===== src/rtl/tmr8_pkg.sv =====
package tmr8_pkg;
  // Which consumer the prescaler serves.
  typedef enum logic {
    PS_TO_TIMER = 1'b0,
    PS_TO_WDOG  = 1'b1
  } ps_owner_e;
endpackage


===== src/rtl/tmr8_evt_src.sv =====
// Selects the counting source and detects pin edges against the previous sample.
module tmr8_evt_src (
  input  logic clk,
  input  logic rst_n,
  input  logic cyc_en,
  input  logic ext_pin,
  input  logic src_ext,
  input  logic edge_fall,
  output logic evt
);
  logic pin_prev;
  logic rise_hit;
  logic fall_hit;
  logic edge_hit;

  always_ff @(posedge clk) begin
    if (!rst_n) pin_prev <= 1'b0;
    else        pin_prev <= ext_pin;
  end

  assign rise_hit = ext_pin & ~pin_prev;
  assign fall_hit = ~ext_pin & pin_prev;
  assign edge_hit = edge_fall ? fall_hit : rise_hit;
  assign evt      = src_ext ? edge_hit : cyc_en;
endmodule


===== src/rtl/tmr8_prescale.sv =====
// Free-running event count; a tick fires when the selected low bits are all ones.
module tmr8_prescale
  import tmr8_pkg::*;
#(
  parameter int PS_W = 8,
  localparam int RATE_W = $clog2(PS_W)
) (
  input  logic              clk,
  input  logic              rst_n,
  input  logic              evt,
  input  logic              clr,
  input  ps_owner_e         owner,
  input  logic [RATE_W-1:0] rate,
  output logic              tick
);
  logic [PS_W-1:0]  pcnt;
  logic [PS_W-1:0]  mask;
  logic [RATE_W:0]  eff;

  // The timer always divides by at least two; the watchdog may pass 1:1.
  assign eff = {1'b0, rate} + {{RATE_W{1'b0}}, (owner == PS_TO_TIMER)};

  for (genvar g = 0; g < PS_W; g++) begin : g_mask
    assign mask[g] = (eff > (RATE_W+1)'(g));
  end

  assign tick = evt && ((pcnt & mask) == mask);

  always_ff @(posedge clk) begin
    if (!rst_n)   pcnt <= '0;
    else if (clr) pcnt <= '0;
    else if (evt) pcnt <= pcnt + 1'b1;
  end
endmodule


===== src/rtl/tmr8_count.sv =====
// Loadable up-counter with wrap indication.
module tmr8_count #(
  parameter int CNT_W = 8
) (
  input  logic             clk,
  input  logic             rst_n,
  input  logic             inc,
  input  logic             wr_en,
  input  logic [CNT_W-1:0] wr_data,
  output logic [CNT_W-1:0] cnt_q,
  output logic             wrap
);
  localparam logic [CNT_W-1:0] TOP = '1;

  assign wrap = inc && !wr_en && (cnt_q == TOP);

  always_ff @(posedge clk) begin
    if (!rst_n)     cnt_q <= '0;
    else if (wr_en) cnt_q <= wr_data;
    else if (inc)   cnt_q <= cnt_q + 1'b1;
  end
endmodule


===== src/rtl/tmr8_flag.sv =====
// Sticky overflow flag; a set wins over a clear in the same cycle.
module tmr8_flag (
  input  logic clk,
  input  logic rst_n,
  input  logic set,
  input  logic clr,
  input  logic ie,
  input  logic gie,
  output logic flag,
  output logic irq
);
  always_ff @(posedge clk) begin
    if (!rst_n)   flag <= 1'b0;
    else if (set) flag <= 1'b1;
    else if (clr) flag <= 1'b0;
  end

  assign irq = flag & ie & gie;
endmodule


===== src/rtl/tmr8_core.sv =====
// Top: routes source events and the shared prescaler to timer or watchdog.
module tmr8_core
  import tmr8_pkg::*;
#(
  parameter int CNT_W = 8,
  parameter int PS_W  = 8,
  localparam int RATE_W = $clog2(PS_W)
) (
  input  logic              clk,
  input  logic              rst_n,
  input  logic              cyc_en,
  input  logic              ext_pin,
  input  logic              wdt_base,
  input  logic              cfg_src,
  input  logic              cfg_edge,
  input  logic              cfg_assign,
  input  logic [RATE_W-1:0] cfg_rate,
  input  logic              wr_en,
  input  logic [CNT_W-1:0]  wr_data,
  input  logic              flag_clr,
  input  logic              ovf_ie,
  input  logic              glob_ie,
  output logic [CNT_W-1:0]  cnt_q,
  output logic              ovf_flag,
  output logic              irq,
  output logic              wdt_tick
);
  ps_owner_e owner;
  logic      src_evt;
  logic      ps_evt;
  logic      ps_clr;
  logic      ps_tick;
  logic      tmr_inc;
  logic      wrap;

  assign owner = ps_owner_e'(cfg_assign);

  tmr8_evt_src u_src (
    .clk       (clk),
    .rst_n     (rst_n),
    .cyc_en    (cyc_en),
    .ext_pin   (ext_pin),
    .src_ext   (cfg_src),
    .edge_fall (cfg_edge),
    .evt       (src_evt)
  );

  assign ps_evt = (owner == PS_TO_WDOG) ? wdt_base : src_evt;
  assign ps_clr = wr_en && (owner == PS_TO_TIMER);

  tmr8_prescale #(.PS_W(PS_W)) u_ps (
    .clk   (clk),
    .rst_n (rst_n),
    .evt   (ps_evt),
    .clr   (ps_clr),
    .owner (owner),
    .rate  (cfg_rate),
    .tick  (ps_tick)
  );

  assign tmr_inc  = (owner == PS_TO_WDOG) ? src_evt : ps_tick;
  assign wdt_tick = (owner == PS_TO_WDOG) ? ps_tick : wdt_base;

  tmr8_count #(.CNT_W(CNT_W)) u_cnt (
    .clk     (clk),
    .rst_n   (rst_n),
    .inc     (tmr_inc),
    .wr_en   (wr_en),
    .wr_data (wr_data),
    .cnt_q   (cnt_q),
    .wrap    (wrap)
  );

  tmr8_flag u_flag (
    .clk   (clk),
    .rst_n (rst_n),
    .set   (wrap),
    .clr   (flag_clr),
    .ie    (ovf_ie),
    .gie   (glob_ie),
    .flag  (ovf_flag),
    .irq   (irq)
  );
endmodule


===== config.mk =====
export PLATFORM = sky130hd
export DESIGN_NAME = tmr8_core
export DESIGN_NICKNAME = d
export VERILOG_FILES = /design/src/rtl/tmr8_pkg.sv /design/src/rtl/tmr8_evt_src.sv /design/src/rtl/tmr8_prescale.sv /design/src/rtl/tmr8_count.sv /design/src/rtl/tmr8_flag.sv /design/src/rtl/tmr8_core.sv
export SDC_FILE = /design/constraint.sdc
export NUM_CORES = 1
export LEC_CHECK = 0
export BUFFER_PORTS_ARGS = -buffer_cell sky130_fd_sc_hd__buf_2
export CAP_MARGIN = 20
export CORE_MARGIN = 5
export CORE_UTILIZATION = 25
export DETAILED_ROUTE_END_ITERATION = 7
export PLACE_DENSITY = 0.49
export SLEW_MARGIN = 20
export SYNTH_ARGS = -nofsm -noshare
export SYNTH_HDL_FRONTEND = slang
export SYNTH_SLANG_ARGS = --single-unit

===== constraint.sdc =====
create_clock -name clk -period 4.8 [get_ports clk]
set_clock_uncertainty 0.1 [all_clocks]
set_input_delay 0.24 -clock clk [delete_from_list [all_inputs] [get_ports clk]]
set_output_delay 0.24 -clock clk [all_outputs]
set_load 0.02 [all_outputs]

==> flow_metrics.py, run 1 <==
metrics = {
    "route": {
        "wirelength_mm": 2.64,
        "vias": 1065,
        "initialDrtViolationCount": 58,
        "ant_nets": 0,
        "viasPerCell": 5.05,
        "first_pass_iters": 4,
        "route.detailed.drc": 0,
        "wl_per_cell_um": 12.5,
    },
    "timing": {
        "fin_setup_tns_ns": 0,
        "worst_slew_pin_slew_ns": 0.607,
        "rsz0062_at_grt": "no",
        "relSlewSlack": 0.593,
        "setup_viol": 0,
        "hold_viol_final": 0,
        "slew_viol_final": 0,
        "period_share": 0.519,
        "fmax_mhz": 401,
        "min_period_ns": 2.49,
        "setup_ws_ns": 2.31,
    },
    "setup_path": {
        "cp_max_fo": 15,
        "crit_required_ns": 4.89,
        "crit_type": "in -> reg",
        "critical_path.endpoint_type": "flop",
        "worstPathArrival_ns": 2.58,
        "cp-start-kind": "primary input",
    },
    "finish": {
        "drive_gt1_frac": 0.248,
        "area.growth.synth_to_final_pct": 25.5,
        "num_antenna_cells": 0,
        "final_nets": 189,
        "post-route-util": 0.324,
    },
    "floorplan": {
        "die_h_um": 74.5,
        "start_util": 0.258,
        "fp.dieW_um": 74.5,
        "core.rowCount": 23,
        "die_area_mm2": 0.00555,
        "core_region_area_mm2": 0.00403,
        "ios": 34,
    },
    "grt": {
        "grt_pass1_vias": 1022,
        "gr-total-overflow": 0,
        "grt_pass1_wl_mm": 4.21,
        "antenna_found_initial": 0,
        "grt_max_degree": 17,
        "grtUsageTotal": 0.0966,
    },
    "yosys": {
        "synth_top_area_cell": "dfxtp_1",
        "synthCells": 128,
        "syn_avg_cell_area_um2": 8.12,
        "synth-edff-count": 0,
        "syn-num-nets": 155,
        "ys_ff_latch": 18,
        "yosysMostFrequentCell": "dfxtp_1",
        "synthDistinctLibCells": 35,
        "async_reset_ff_frac": 0,
        "ys.flop_type": "dfxtp_1",
        "synth.cell_area_mm2": 0.00104,
        "synth_top_area_frac": 0.347,
        "yosys_warnings": 0,
        "ys_seq_area_frac": 0.347,
        "synthTopCellsByArea": "dfxtp_1, o21ai_0, xor2_1, nor2_1, ha_1",
        "synthTopCellsByCount": "dfxtp_1, nor2_1, o21ai_0",
    },
    "clock_tree": {
        "post_cts_buffers": 0,
        "htree_levels": 1,
        "cts_resized": 0,
        "clockRootBuffer": "clkbuf_8",
        "numCtsBuffers": 3,
        "cts_tree": "done",
        "clockBufferDepth": 2,
        "path_clk_slew_ns": 0.07,
        "clock_latency_ns": 0.25,
        "hold_buffers": 0,
        "cts.sinks": 18,
    },
    "worst_hold_path": {
        "hold_class": "in -> reg",
    },
    "status": {
        "status": "finished, final reports clean",
    },
    "placed_design": {
        "preCtsSetupSlack_ns": 2.04,
        "gp_congestion": 0.844,
        "io_buffers": 33,
        "dp_hpwl_mm": 2.10,
    },
    "flow_run": {
        "drv_cap": 0,
    },
    "power_and_ir_drop": {
        "power_uw": 350,
        "p_per_area_mw_per_mm2": 269,
        "leakage_uw": 0.000544,
        "ir_worst_vdd_v": 0.000134,
    },
}
==> sequential cells by signal, summed over array words and instances (netlist names) <==
register / count
u_src.pin_prev: 1
u_ps.pcnt: 8
u_cnt.cnt_q: 8
u_flag.flag: 1
==> path summary, 6_finish.rpt <==
| kind | from | to | slack (ns) | depth (start not counted) |
|---|---|---|---|---|
| worst max register to register | u_ps.pcnt[1]$_SDFFE_PP0P_ | u_cnt.cnt_q[6]$_SDFFE_PN0P_ | 2.69 | 6 |
| worst min-delay path | ext_pin | u_src.pin_prev$_SDFF_PN0_ | 0.11 | 2 |
| worst min register to register | u_cnt.cnt_q[5]$_SDFFE_PN0P_ | u_cnt.cnt_q[5]$_SDFFE_PN0P_ | 0.43 | 2 |
| worst max-delay path | cfg_assign | u_cnt.cnt_q[6]$_SDFFE_PN0P_ | 2.31 | 10 |
==> stage by stage <==
step                      hold slack [ns]  area [um^2]  instances
after global routing                0.135         1310        211
final                               0.105         1310        211
after global placement              0.361         1250        207
after CTS                           0.102         1310        211
after detailed placement            0.368         1250        207
after floorplan                     0.262         1040        128
==> power breakdown <==
group | total, uW | switching, uW | internal, uW
combinational | 62.0 | 36.6 | 25.5
clock | 124 | 50.8 | 72.8
sequential | 165 | 8.82 | 156
total | 350 | 96.1 | 254
==> worst max-delay path, stage by stage <==
cell      delay [ns]
buf_2           0.16
inv_1           0.07
ha_1            0.23
ha_1            0.33
nor2_1          0.17
o221ai_1        0.18
o21ai_1         0.24
o311ai_4        0.24
or4_1           0.54
a31oi_1         0.16
==> layer usage <==
metal	vias to the layer above	share of wire	GRT usage
met5	-	0	0
met4	0	0.0049	0.0237
met3	2	0.088	0.0392
met2	28	0.49	0.169
met1	501	0.42	0.109
li1	534	-	-
==> placed cells by master (no fill, tap or decap) <==
master | netlist | final
clkinv_2 | 1 | 1
dfxtp_1 | 18 | 18
a211oi_1 | 1 | 1
nand3b_1 | 1 | 1
or3_1 | 5 | 5
o21ai_0 | 14 | 14
clkbuf_8 | 0 | 4
o221ai_1 | 2 | 2
nand4_1 | 6 | 6
nand2b_1 | 1 | 1
a21oi_1 | 4 | 4
a31oi_1 | 5 | 5
and2_1 | 4 | 4
o32ai_1 | 1 | 1
o311a_1 | 1 | 1
xnor2_1 | 1 | 1
o21ai_2 | 1 | 1
nor2_1 | 14 | 14
o311ai_4 | 1 | 1
inv_1 | 6 | 6
a31o_1 | 1 | 1
or3b_1 | 1 | 1
mux2i_1 | 2 | 2
buf_2 | 2 | 33
xor2_1 | 7 | 7
and3_1 | 2 | 2
nand2_1 | 9 | 9
nand3_1 | 4 | 4
o21ai_1 | 2 | 2
ha_1 | 4 | 4
or4_1 | 1 | 1
a21boi_0 | 1 | 1
and4_1 | 1 | 1
o31ai_1 | 1 | 1
o2111ai_1 | 1 | 1
==> kinds of logic (layout without fill, tap and decap cells) <==
group | Yosys count | in the layout | share of synthesized area
and+or+nand+nor | 49 | 49 | 0.242
adders and majority gates | 4 | 4 | 0.0481
muxes | 2 | 2 | 0.0193
buffers and inverters | 11 | 44 | 0.0433
DFF | 18 | 18 | 0.347
AOI/OAI and AO/OA | 36 | 36 | 0.233
xor gates and xnor gates | 8 | 8 | 0.0674
==> final cells by class <==
cell class	count	area [um^2]
Clock buffer	4	55.1
Fill cell	454	2720
Inverter	7	27.5
Multi-Input combinational cell	99	634
Sequential cell	18	360
Tap cell	50	62.6
Timing Repair Buffer	33	165
(Power assumes the default switching activity.)
==> run 2: changes to the inputs <==
- PLACE_DENSITY: 0.49 -> 0.51
- clock period: 4.8 -> 2.1 ns (I/O delays scaled with it)
==> run 2 against run 1 <==
Combinational power grew to 2.6 times the previous value. Utilization grew 1.8 points. Clock power grew 130%. Critical path type unchanged.
==> flow_metrics.py, run 2 (same netlist as run 1, synthesis figures left out) <==
metrics = {
    "status": {
        "status": "finished, final reports clean",
    },
    "finish": {
        "reg.largest.list": "u_cnt.cnt_q: 8 flops, u_ps.pcnt: 8 flops",
        "drive_gt1_frac": 0.292,
        "final_nets": 196,
        "layout_common_cells": "buf_2, dfxtp_1, o21ai_0",
        "post-route-util": 0.342,
        "final_common_cell": "buf_2",
        "area.growth.synth_to_final_pct": 32.5,
        "num_antenna_cells": 0,
    },
    "timing": {
        "min_period_ns": 1.95,
        "worst_slew_pin_slew_ns": 0.545,
        "relSlewSlack": 0.635,
        "setup_ws_ns": 0.148,
        "rsz0062_at_grt": "no",
        "fin_setup_tns_ns": 0,
        "fmax_mhz": 512,
        "hold_viol_final": 0,
        "period_share": 0.929,
        "slew_viol_final": 0,
        "setup_viol": 0,
    },
    "placed_design": {
        "preCtsSetupSlack_ns": -0.268,
        "gp_congestion": 0.759,
        "dp_hpwl_mm": 2.20,
        "io_buffers": 33,
    },
    "clock_tree": {
        "cts_tree": "done",
        "numCtsBuffers": 3,
        "clock_latency_ns": 0.26,
        "htree_levels": 1,
        "cts.sinks": 18,
        "path_clk_slew_ns": 0.07,
        "clockBufferDepth": 2,
        "clockRootBuffer": "clkbuf_8",
    },
    "grt": {
        "grt_pass1_vias": 1065,
        "antenna_found_initial": 0,
        "gr-total-overflow": 0,
        "grtUsageTotal": 0.103,
        "grt_max_degree": 17,
        "grt_pass1_wl_mm": 4.54,
    },
    "route": {
        "ant_nets": 0,
        "wl_per_cell_um": 12.6,
        "viasPerCell": 5.00,
        "vias": 1090,
        "first_pass_iters": 4,
        "wirelength_mm": 2.76,
        "route.detailed.drc": 0,
        "initialDrtViolationCount": 51,
    },
    "setup_path": {
        "crit_end": "u_cnt.cnt_q[6]$_SDFFE_PN0P_",
        "cp-start-kind": "primary input",
        "ff2ff_setup_slack_ns": 0.15,
        "crit_start": "cfg_assign",
        "cp_max_fo": 4,
        "critical_path.endpoint_type": "flop",
        "crit_required_ns": 2.19,
        "worstPathArrival_ns": 2.04,
        "crit_type": "in -> reg",
        "ff2ff_path_depth": 6,
        "reg2reg_to": "u_cnt.cnt_q[6]$_SDFFE_PN0P_",
        "r2r-start": "u_src.pin_prev$_SDFF_PN0_",
    },
    "flow_run": {
        "drv_cap": 0,
    },
    "power_and_ir_drop": {
        "power_uw": 825,
        "p_switching_uw": 229,
        "power.internal_uw": 596,
        "p_per_area_mw_per_mm2": 599,
        "power_frac_comb": 0.197,
        "ir_worst_vdd_v": 0.000382,
        "leakage_uw": 0.000575,
        "p_seq_frac": 0.453,
        "switching_share": 0.278,
        "clock_power_share": 0.350,
    },
    "floorplan": {
        "die_area_mm2": 0.00555,
        "die_h_um": 74.5,
        "core_region_area_mm2": 0.00403,
        "fp.dieW_um": 74.5,
        "core.rowCount": 23,
        "start_util": 0.258,
        "ios": 34,
    },
    "worst_hold_path": {
        "hold_class": "in -> reg",
    },
}
[run 2: timing repair]
item,4_1_cts,5_1_grt
resized for setup,0,3
hold endpoints to repair,1,0
setup endpoints to repair,0,7
hold buffers,1,0
buffers inserted,0,0
[run 2: cell type report]
cell class                      count  area, um^2
Sequential cell                    18         360
Inverter                            7        27.5
Clock buffer                        4        55.1
Multi-Input combinational cell     99         652
Fill cell                         438        2650
Timing Repair Buffer               40         220
Tap cell                           50        62.6
[run 2: how the worst min path moves through the flow]
stage,to,from,cells past startpoint,slack (ns)
2_1_floorplan,u_src.pin_prev$_SDFF_PN0_,ext_pin,1,0.13
3_3_place_gp,u_src.pin_prev$_SDFF_PN0_,ext_pin,2,0.23
3_5_place_dp,u_src.pin_prev$_SDFF_PN0_,ext_pin,2,0.23
4_1_cts,u_cnt.cnt_q[0]$_SDFFE_PN0P_,wr_data[0],3,0.02
5_1_grt,u_cnt.cnt_q[0]$_SDFFE_PN0P_,wr_data[0],3,0.05
6_report,u_cnt.cnt_q[1]$_SDFFE_PN0P_,wr_data[1],3,0.02
[run 2: through the flow]
step / instance area [um^2] / instances / hold WS (ns)
2_1_floorplan: 1040 / 128 / 0.127
3_3_place_gp: 1290 / 213 / 0.227
3_5_place_dp: 1290 / 213 / 0.231
4_1_cts: 1360 / 218 / 0.0225
5_1_grt: 1380 / 218 / 0.0482
6_report: 1380 / 218 / 0.0179
[run 2: power by group through the flow]
stage	combinational [uW]	clock, uW	sequential (uW)
floorplan	82.5	0	391
global placement	153	0	381
detailed placement	157	0	382
CTS	159	298	374
global route	183	307	376
finish	163	289	374
[run 2: layer usage]
layer	vias to the layer above	GRT usage	wire, um
li1	547	-	-
met1	510	0.118	1200
met2	29	0.180	1280
met3	4	0.0432	250
met4	0	0.0158	22
met5	-	0	0
[run 2: critical path, stage by stage]
cell and delay (ns):
buf_2 0.10, inv_1 0.07, ha_2 0.21, ha_4 0.22
nor2_2 0.09, o221ai_1 0.15, o21ai_1 0.25, o311ai_4 0.15
or4_1 0.53, a31oi_1 0.17
==> run 3: changes to the inputs <==
- REMOVE_ABC_BUFFERS: default -> 1
- clock period: 2.1 -> 1.65 ns (I/O delays scaled with it)
==> run 3 against run 2 <==
The run now ends with setup timing left. Global-route usage is 0.85 points higher. Sequential share of layout area is 3.6 points lower. Hold slack worse by 0.012 ns. Register-to-register slack worse by 0.37 ns. First-iteration DRC count is 14% lower. Non-clock buffer count is 18 higher. Via count is 5.5% higher. Critical path depth is 4 lower. Routed wire length is 9.2% higher. Utilization is 6.1 points higher. Highest routed layer unchanged.
==> flow_metrics.py, run 3 (same netlist as run 1, synthesis figures left out) <==
metrics = {
    "grt": {
        "grt_pass1_wl_mm": 4.89,
        "grt_max_degree": 17,
        "grtUsageTotal": 0.111,
        "grt_pass1_vias": 1164,
        "antenna_found_initial": 0,
        "gr-total-overflow": 0,
    },
    "clock_tree": {
        "clockRootBuffer": "clkbuf_8",
        "path_clk_slew_ns": 0.07,
        "numCtsBuffers": 3,
        "cts_tree": "done",
        "clockBufferDepth": 2,
        "clock_latency_ns": 0.25,
        "cts.sinks": 18,
        "htree_levels": 1,
    },
    "floorplan": {
        "core.rowCount": 23,
        "die_area_mm2": 0.00555,
        "fp.dieW_um": 74.5,
        "ios": 34,
        "start_util": 0.258,
        "die_h_um": 74.5,
        "core_region_area_mm2": 0.00403,
    },
    "timing": {
        "setup_viol": 17,
        "slew_viol_final": 0,
        "min_period_ns": 1.87,
        "worst_slew_pin_slew_ns": 0.428,
        "hold_viol_final": 0,
        "period_share": 1.13,
        "rsz0062_at_grt": "yes",
        "fmax_mhz": 535,
        "relSlewSlack": 0.714,
        "setup_ws_ns": -0.217,
    },
    "setup_path": {
        "cp_max_fo": 3,
        "cp-start-kind": "flop",
        "critical_path.endpoint_type": "flop",
        "crit_type": "reg -> reg",
        "crit_required_ns": 1.73,
        "worstPathArrival_ns": 1.95,
    },
    "finish": {
        "post-route-util": 0.403,
        "drive_gt1_frac": 0.452,
        "num_antenna_cells": 0,
        "reg.largest.list": "u_cnt.cnt_q: 8 flops, u_ps.pcnt: 8 flops",
        "final_nets": 214,
        "final_common_cell": "buf_2",
        "layout_common_cells": "buf_2, buf_4, dfxtp_1",
        "area.growth.synth_to_final_pct": 56.3,
    },
    "route": {
        "wl_per_cell_um": 12.7,
        "initialDrtViolationCount": 44,
        "route.detailed.drc": 0,
        "ant_nets": 0,
        "first_pass_iters": 4,
        "wirelength_mm": 3.01,
        "vias": 1150,
        "viasPerCell": 4.87,
    },
    "placed_design": {
        "gp_congestion": 0.832,
        "preCtsSetupSlack_ns": -0.651,
        "io_buffers": 33,
        "dp_hpwl_mm": 2.16,
    },
    "power_and_ir_drop": {
        "p_per_area_mw_per_mm2": 687,
        "leakage_uw": 0.000693,
        "ir_worst_vdd_v": 0.000260,
    },
    "worst_hold_path": {
        "hold_class": "in -> reg",
    },
    "status": {
        "status": "finished with violations",
        "violations": "setup timing",
    },
    "flow_run": {
        "drv_cap": 0,
    },
}
-- run 3: cell count changes in the layout (fill, tap and decap cells not counted), sizes merged --
cell / delta
dlygate4sd3: -1
buf: +19
-- run 3: path summary, 6_finish.rpt --
| kind | endpoint | cells past startpoint | slack, ns | start |
|---|---|---|---|---|
| worst min-delay path | u_cnt.cnt_q[0]$_SDFFE_PN0P_ | 3 | 0.006 | wr_data[0] |
| worst min register to register | u_ps.pcnt[7]$_SDFFE_PP0P_ | 2 | 0.43 | u_ps.pcnt[7]$_SDFFE_PP0P_ |
| worst max register to register | u_cnt.cnt_q[6]$_SDFFE_PN0P_ | 6 | -0.22 | u_src.pin_prev$_SDFF_PN0_ |
| worst max-delay path | u_cnt.cnt_q[6]$_SDFFE_PN0P_ | 6 | -0.22 | u_src.pin_prev$_SDFF_PN0_ |
-- run 3: area by class of cell --
class                   instances  area [um^2]
flip-flops and latches         18          367
inverters                       7         30.0
fillers                       431         2400
multi-input cells              99          721
clock buffers                   4         55.1
repair buffers                 58          390
well taps                      50         62.6
-- run 3: metal layers --
layer	vias to the layer above	GRT usage	part of all wire
met3	4	0.0122	0.041
met5	-	0	0
met1	542	0.124	0.42
met4	0	0.0613	0.016
li1	583	-	-
met2	21	0.203	0.52
-- run 3: metrics by stage --
stage	area, um^2	hold WS, ns	setup TNS [ns]	power, uW	std cells
2_1_floorplan	1020	0.104	-3.45	596	124
3_3_place_gp	1380	0.257	-5.40	692	224
3_5_place_dp	1380	0.270	-5.86	698	224
4_1_cts	1580	0.0124	-2.34	1110	234
5_1_grt	1630	0.0200	-3.52	1160	236
6_report	1630	0.00629	-2.28	1120	236
-- run 3: worst max-delay path, cell delays in order, from the launching register on --
cell,delay (ns)
dfxtp_2,0.32
or3b_1,0.34
a31o_1,0.20
clkinv_2,0.06
o311ai_4,0.11
or4_1,0.49
a31oi_1,0.18
-- run 3: power breakdown --
| part | switching (uW) | internal [uW] | total [uW] |
|---|---|---|---|
| logic | 142 | 139 | 281 |
| clock network | 150 | 212 | 362 |
| registers | 19.6 | 454 | 474 |
-- run 3: repair_timing --
action / 4_1_cts / 5_1_grt
setup buffers: 5 / 3
pin swaps: 25 / 20
hold buffers: 0 / 0
endpoints found under the setup margin: 17 / 18
gates cloned: 1 / 0
gates resized for setup: 29 / 10
